**src/rtl/dualrd_stall_pkg.sv**
```systemverilog
package dualrd_stall_pkg;

    localparam int TAG_W   = 4;
    localparam int N_STAGE = 5;
    localparam int IDX_DEC = 0;
    localparam int IDX_MEM = 2;
    localparam int IDX_EXE = 3;
    localparam int IDX_WB  = 4;

    typedef struct packed {
        logic             vld;
        logic [TAG_W-1:0] tag;
        logic [1:0]       nrd;
        logic             rd0_dp;
        logic             rd1_dp;
        logic             wb_en;
        logic             wb_dp;
    } tok_t;

    typedef enum logic [0:0] {
        ST_RUN  = 1'b0,
        ST_HOLD = 1'b1
    } ctl_state_e;

endpackage

```
**src/rtl/pipe_slot.sv**
```systemverilog
module pipe_slot
    import dualrd_stall_pkg::*;
(
    input  logic clk,
    input  logic rst,
    input  logic hold,
    input  logic kill,
    input  tok_t d,
    output tok_t q
);

    always_ff @(posedge clk) begin
        if (rst) begin
            q <= '0;
        end else if (hold) begin
            q <= q;
        end else if (kill) begin
            q <= '0;
        end else begin
            q <= d;
        end
    end

endmodule

```
**src/rtl/bw_conflict_detect.sv**
```systemverilog
module bw_conflict_detect (
    input  logic       m_vld,
    input  logic [1:0] m_nrd,
    input  logic       m_rd0_dp,
    input  logic       m_rd1_dp,
    input  logic       w_vld,
    input  logic       w_wb_en,
    input  logic       w_wb_dp,
    output logic       hit
);

    logic dual_dp_reads;
    logic dp_write;

    always_comb begin
        dual_dp_reads = m_vld && (m_nrd == 2'd2) && m_rd0_dp && m_rd1_dp;
        dp_write      = w_vld && w_wb_en && w_wb_dp;
        hit           = dual_dp_reads && dp_write;
    end

endmodule

```
**src/rtl/stall_fsm.sv**
```systemverilog
module stall_fsm
    import dualrd_stall_pkg::*;
(
    input  logic clk,
    input  logic rst,
    input  logic hit,
    output logic stall,
    output logic bubble
);

    ctl_state_e state_q, state_d;

    always_ff @(posedge clk) begin
        if (rst) begin
            state_q <= ST_RUN;
        end else begin
            state_q <= state_d;
        end
    end

    always_comb begin
        state_d = state_q;
        stall   = 1'b0;
        bubble  = 1'b0;
        unique case (state_q)
            ST_RUN: begin
                stall = hit;
                if (hit) begin
                    state_d = ST_HOLD;
                end
            end
            ST_HOLD: begin
                bubble  = 1'b1;
                state_d = ST_RUN;
            end
            default: begin
                state_d = ST_RUN;
            end
        endcase
    end

endmodule

```
**src/rtl/perf_counters.sv**
```systemverilog
module perf_counters #(
    parameter int CNT_W = 16
) (
    input  logic             clk,
    input  logic             rst,
    input  logic             stall,
    output logic [CNT_W-1:0] cycle_cnt,
    output logic [CNT_W-1:0] stall_cnt
);

    always_ff @(posedge clk) begin
        if (rst) begin
            cycle_cnt <= '0;
            stall_cnt <= '0;
        end else begin
            cycle_cnt <= cycle_cnt + 1'b1;
            if (stall) begin
                stall_cnt <= stall_cnt + 1'b1;
            end
        end
    end

endmodule

```
**src/rtl/dualrd_stall_top.sv**
```systemverilog
module dualrd_stall_top
    import dualrd_stall_pkg::*;
#(
    parameter int CNT_W = 16
) (
    input  logic                     clk,
    input  logic                     rst,
    input  logic                     in_vld,
    input  logic [TAG_W-1:0]         in_tag,
    input  logic [1:0]               in_nrd,
    input  logic                     in_rd0_dp,
    input  logic                     in_rd1_dp,
    input  logic                     in_wb_en,
    input  logic                     in_wb_dp,
    output logic                     issue_rdy,
    output logic [N_STAGE-1:0]       stage_vld,
    output logic [N_STAGE*TAG_W-1:0] stage_tag,
    output logic                     stall,
    output logic                     bubble,
    output logic [CNT_W-1:0]         cycle_cnt,
    output logic [CNT_W-1:0]         stall_cnt
);

    tok_t in_tok;
    tok_t stg_d [N_STAGE];
    tok_t stg_q [N_STAGE];
    tok_t mem_tok;
    tok_t wb_tok;
    logic hit;

    always_comb begin
        in_tok.vld    = in_vld;
        in_tok.tag    = in_tag;
        in_tok.nrd    = in_nrd;
        in_tok.rd0_dp = in_rd0_dp;
        in_tok.rd1_dp = in_rd1_dp;
        in_tok.wb_en  = in_wb_en;
        in_tok.wb_dp  = in_wb_dp;
    end

    genvar gi;
    generate
        for (gi = 0; gi < N_STAGE; gi++) begin : g_stage
            localparam bit IS_FRONT = (gi <= IDX_MEM);
            localparam bit IS_EXE   = (gi == IDX_EXE);
            logic hold_s;
            logic kill_s;

            if (gi == IDX_DEC) begin : g_src_in
                assign stg_d[gi] = in_tok;
            end else begin : g_src_prev
                assign stg_d[gi] = stg_q[gi-1];
            end

            assign hold_s = IS_FRONT ? stall : 1'b0;
            assign kill_s = IS_EXE ? stall : 1'b0;

            pipe_slot u_slot (
                .clk  (clk),
                .rst  (rst),
                .hold (hold_s),
                .kill (kill_s),
                .d    (stg_d[gi]),
                .q    (stg_q[gi])
            );

            assign stage_vld[gi]                = stg_q[gi].vld;
            assign stage_tag[gi*TAG_W +: TAG_W] = stg_q[gi].tag;
        end
    endgenerate

    assign mem_tok = stg_q[IDX_MEM];
    assign wb_tok  = stg_q[IDX_WB];

    bw_conflict_detect u_detect (
        .m_vld    (mem_tok.vld),
        .m_nrd    (mem_tok.nrd),
        .m_rd0_dp (mem_tok.rd0_dp),
        .m_rd1_dp (mem_tok.rd1_dp),
        .w_vld    (wb_tok.vld),
        .w_wb_en  (wb_tok.wb_en),
        .w_wb_dp  (wb_tok.wb_dp),
        .hit      (hit)
    );

    stall_fsm u_fsm (
        .clk    (clk),
        .rst    (rst),
        .hit    (hit),
        .stall  (stall),
        .bubble (bubble)
    );

    perf_counters #(.CNT_W(CNT_W)) u_cnt (
        .clk       (clk),
        .rst       (rst),
        .stall     (stall),
        .cycle_cnt (cycle_cnt),
        .stall_cnt (stall_cnt)
    );

    assign issue_rdy = !stall;

endmodule

```
**config.mk**
```make
export PLATFORM = sky130hd
export DESIGN_NAME = dualrd_stall_top
export DESIGN_NICKNAME = d
export VERILOG_FILES = /design/src/rtl/dualrd_stall_pkg.sv /design/src/rtl/pipe_slot.sv /design/src/rtl/bw_conflict_detect.sv /design/src/rtl/stall_fsm.sv /design/src/rtl/perf_counters.sv /design/src/rtl/dualrd_stall_top.sv
export SDC_FILE = /design/constraint.sdc
export NUM_CORES = 1
export LEC_CHECK = 0
export ABC_AREA = 1
export ABC_CLOCK_PERIOD_IN_PS = 1300
export BUFFER_PORTS_ARGS = -buffer_cell sky130_fd_sc_hd__clkbuf_2
export CORE_ASPECT_RATIO = 0.7
export CORE_MARGIN = 2
export CORE_UTILIZATION = 50
export CTS_BUF_LIST = sky130_fd_sc_hd__clkbuf_4 sky130_fd_sc_hd__clkbuf_8
export DETAILED_ROUTE_END_ITERATION = 8
export MAX_ROUTING_LAYER = met4
export PLACE_DENSITY = 0.78
export SETUP_SLACK_MARGIN = 0.5
export SYNTH_ARGS = -nofsm -noshare
export SYNTH_HDL_FRONTEND = slang
export SYNTH_SLANG_ARGS = --single-unit
```
**constraint.sdc**
```tcl
create_clock -name clk -period 1.3 [get_ports clk]
set_input_delay 0.26 -clock clk [delete_from_list [all_inputs] [get_ports clk]]
set_output_delay 0.26 -clock clk [all_outputs]
set_load 0.05 [all_outputs]
```
==> impl_metrics.yaml, run 1 <==
outcome:
  error: "[ERROR DPL-0033] detailed placement checks failed during check placement."
  outcome: "stopped before the end"
  haltStage: "global routing (5_1_grt)"
logic_synthesis:
  ys_top_cells_by_area: "dfxtp_1 48%, inv_1 8.7%, nand2_1 7.7%"
  syn_area_per_cell_um2: 7.767
  syn_nets: 443
  yosysWarningCount: 0
  syn_inst: 428
  ys_ff_latch: 80
  syn-cell-area_um2: 3324
  yosysSeqAreaShare: 0.4817
  ys_types: 26
  yosysTopAreaCell: "dfxtp_1"
  synth_top_area_share: 0.4817
global_route:
  grt_max_degree: 30
  antenna_found_initial: 0
clock_tree:
  clock_path_buffers: 2
  cts_made_buffers: 9
  cts-root-buf: "clkbuf_8"
  cts.sinks: 80
  htreeDepth: 3
die:
  ios: 73
  start_util: 0.5247
  die_h_um: 72.22
  die_w_um: 101.5
  rows: 24
placement:
  gp_congestion: 0.9200
  hpwl_um: 5374
  place_area_um2: 3984
  numPortBuffers: 72
metrics by stage:
step,worst slack [ps],instances
floorplan,-54.36,428
global placement,-20.03,577
detailed placement,-95.71,577
CTS,-248.1,627
timing repair:
item	in CTS
pin swaps	26
gates cloned	1
hold buffers	0
resized for setup	237
setup buffers	33
endpoints found under the setup margin	131
logic make-up after synthesis:
logic type	Yosys count	synth area share
xor gates and xnor gates	4	0.01054
buffers and inverters	111	0.1581
AOI/OAI and AO/OA	51	0.1031
and+or+nand+nor	180	0.2390
adders and majority gates	2	0.007526
DFF	80	0.4817
synth_stat cells:
cell,number
dfxtp_1,80
inv_1,77
nand2_1,68
nor2_1,64
nand3_1,25
buf_4,22
o21ai_0,19
a21oi_1,13
o22ai_2,10
nand4_1,8
o22ai_1,8
nor3_1,7
clkbuf_1,5
buf_2,3
buf_6,3
nor2_4,3
ha_1,2
xnor2_1,2
xor2_1,2
inv_2,1
nand2_2,1
nand3_4,1
nand3b_1,1
nor3_4,1
nor3b_1,1
o21bai_1,1
==> run 2: changes to the inputs <==
--- a/config.mk
+++ b/config.mk
@@ -6,16 +6,12 @@
 export NUM_CORES = 1
 export LEC_CHECK = 0
 export ABC_AREA = 1
-export ABC_CLOCK_PERIOD_IN_PS = 1300
+export ABC_CLOCK_PERIOD_IN_PS = 1700
 export BUFFER_PORTS_ARGS = -buffer_cell sky130_fd_sc_hd__clkbuf_2
-export CORE_ASPECT_RATIO = 0.7
 export CORE_MARGIN = 2
-export CORE_UTILIZATION = 50
-export CTS_BUF_LIST = sky130_fd_sc_hd__clkbuf_4 sky130_fd_sc_hd__clkbuf_8
+export CORE_UTILIZATION = 40
 export DETAILED_ROUTE_END_ITERATION = 8
-export MAX_ROUTING_LAYER = met4
-export PLACE_DENSITY = 0.78
-export SETUP_SLACK_MARGIN = 0.5
+export PLACE_DENSITY_LB_ADDON = 0.15
 export SYNTH_ARGS = -nofsm -noshare
 export SYNTH_HDL_FRONTEND = slang
 export SYNTH_SLANG_ARGS = --single-unit
==> constraint.sdc (replaced) <==
create_clock -name clk -period 1.7 [get_ports clk]
set_input_delay 0.34 -clock clk [delete_from_list [all_inputs] [get_ports clk]]
set_output_delay 0.34 -clock clk [all_outputs]
set_load 0.05 [all_outputs]
==> run 2 against run 1 <==
  * The flow now finishes without violations
  * Area after synthesis is the same
  * Synthesized cell count is the same
==> impl_metrics.yaml, run 2 <==
outcome:
  outcome: "finished clean"
placement:
  numPortBuffers: 72
  hpwl_um: 5008
  gp_congestion: 0.8519
sta:
  rsz0062_at_grt: "no"
  worstMarginPinSlew_ps: 326.5
  slew_headroom: 0.7806
  period_share: 0.9571
  hold_violations: 0
  fmax_mhz: 614.6
  finalSetupViolations: 0
  period_needed_ps: 1627
  report.final.slew_viol_count: 0
  fin_skew_ps: 11.88
routing:
  wl_um: 6982
  first_pass_iters: 4
  vias_per_cell: 4.501
  vias: 2705
  drc: 0
  ant_nets: 0
  wl_per_cell_um: 11.62
  drt_iter0_drc: 78
clock_tree:
  cts.sinks: 80
  cts_made_buffers: 9
  cts_tree: "built"
  clk_latency_ps: 340
  cts-root-buf: "clkbuf_8"
  clk_transition_reported_paths_ps: 80
  clock_path_buffers: 2
  htreeDepth: 3
  postCtsHoldBufs: 0
worst_setup_path:
  arrival_ps: 1290
  required_ps: 1360
  cp_top_family: "flip-flops"
  cp_max_fo: 4
  cp_num_buf_inv: 2
  crit_path_end_kind: "primary output"
  path_class: "reg2out"
  cp-start-kind: "flop"
  cp_cell_sequence: "nand2_1 -> nor2_4 -> nand3_4 -> buf_8 -> clkbuf_16"
  crit_path_top_delay_cell: "dfxtp_2"
  slowest_delay_ps: 330
power:
  p_leak_uw: 0.001734
  fin_total_pwr_uw: 3831
  power.density_nw_per_um2: 962.7
  vdd_ir_drop_max_v: 0.0004662
die:
  rows: 33
  die_h_um: 95.17
  die_w_um: 95.17
  die_area_um2: 9056
  ios: 73
  core_area_um2: 8134
  start_util: 0.4087
logic_synthesis:
  synth_async_sr_flop_share: 0
  yosysTopAreaCell: "dfxtp_1"
  synth_top_area_share: 0.4817
  syn_nets: 443
  syn_area_per_cell_um2: 7.767
  ys_ff_latch: 80
  ys_types: 26
  ys_top_cells_by_area: "dfxtp_1 48%, inv_1 8.7%, nand2_1 7.7%"
  synth_edf_count: 0
  ys_top_cells_by_count: "80 x dfxtp_1, 77 x inv_1, 68 x nand2_1, 64 x nor2_1, 25 x nand3_1"
  syn_inst: 428
  syn-cell-area_um2: 3324
  yosysSeqAreaShare: 0.4817
  synth_most_common_cell: "dfxtp_1"
  synth_flop_cell: "dfxtp_1"
  yosysWarningCount: 0
worst_hold_path:
  min_path_type: "in2reg"
layout:
  largestRegisters: "g_stage.u_slot.q (47), u_cnt.cycle_cnt (16), u_cnt.stall_cnt (16)"
  finalNetCount: 507
  num-fill-cells: 803
  drive_gt1_frac: 0.2560
  syn_to_final_growth_pct: 19.68
  largest_reg_flops: 47
  final_common_cell: "inv_1"
  final_cell_mix: "75 x inv_1, 73 x dfxtp_1, 70 x clkbuf_2"
  diodes: 0
  final_core_util: 0.4892
  largest-register: "g_stage.u_slot.q"
job:
  max-cap-violations: 0
global_route:
  grt_pass1_vias: 2427
  grt_pass1_wl_um: 11140
  grt_max_degree: 30
  antenna_found_initial: 0
  grt.overflow.total: 0
  grtUsageTotal: 0.1580
run 2: repair_timing:
item                                    CTS  global route
cloned                                    0             0
hold endpoints to repair                  0             0
endpoints found under the setup margin    2             2
gates resized for setup                   9             4
buffers inserted                          1             3
pin swaps                                 2             2
run 2: through the flow:
step                      worst slack, ps  std cells  hold slack [ps]  TNS (ps)  cell area, µm²
after floorplan                    -28.32        428            388.3    -28.32            3328
after global placement              254.4        582            410.3         0            3675
after detailed placement            246.6        582            403.2         0            3675
after CTS                          -7.509        598            210.1    -7.509            3949
after global routing                12.15        601            229.7         0            3979
final                               72.95        601            224.0         0            3979
run 2: worst paths after layout:
check / slack, ps / from / cells past startpoint / endpoint
min: 220 / in_tag[2] / 3 / g_stage[0].u_slot.q[8]
min reg2reg: 410 / g_stage[3].u_slot.q[0] / 2 / g_stage[4].u_slot.q[0]
max reg2reg: 190 / g_stage[2].u_slot.q[5] / 9 / g_stage[0].u_slot.q[2]
max: 70 / g_stage[2].u_slot.q[5] / 5 / issue_rdy
run 2: layout make-up:
type                    instances  area, µm²  share of cell area
repair buffers                 86      514.2              0.1292
well taps                     105      131.4             0.03302
flip-flops and latches         80       1610              0.4047
inverters                      78      292.8             0.07358
clock inverters                 6      108.9             0.02736
multi-input cells             237       1197              0.3009
clock buffers                   9      123.9             0.03113
run 2: tightest hold or removal path, cell delays in order:
cell and delay (ps):
clkbuf_2 70, nand3_1 60, o21ai_0 60
run 2: cell families (layout without fill, tap and decap cells):
kind of cell | Yosys count | in the layout | share of synthesized area
fa+ha+maj | 2 | 2 | 0.007526
flops | 80 | 80 | 0.4817
simple gates | 180 | 180 | 0.2390
buf+inv | 111 | 179 | 0.1581
xor+xnor | 4 | 4 | 0.01054
compound gates | 51 | 51 | 0.1031
run 2: metal layers:
metal  share of wire  up-vias  GRT usage  wire [µm]
met3           0.041        5    0.02846        284
met4           0.010        0    0.06884         72
li1                -     1435          -          -
met5               0        -          0          0
met1            0.49     1210     0.2131       3435
met2            0.46       55     0.2477       3190
run 2: power breakdown:
group | total, µW | switching [µW] | internal [µW]
combinational | 248 | 178 | 70.4
clock | 1640 | 678 | 965
sequential | 1940 | 21.2 | 1920
(Power assumes the default switching activity.)
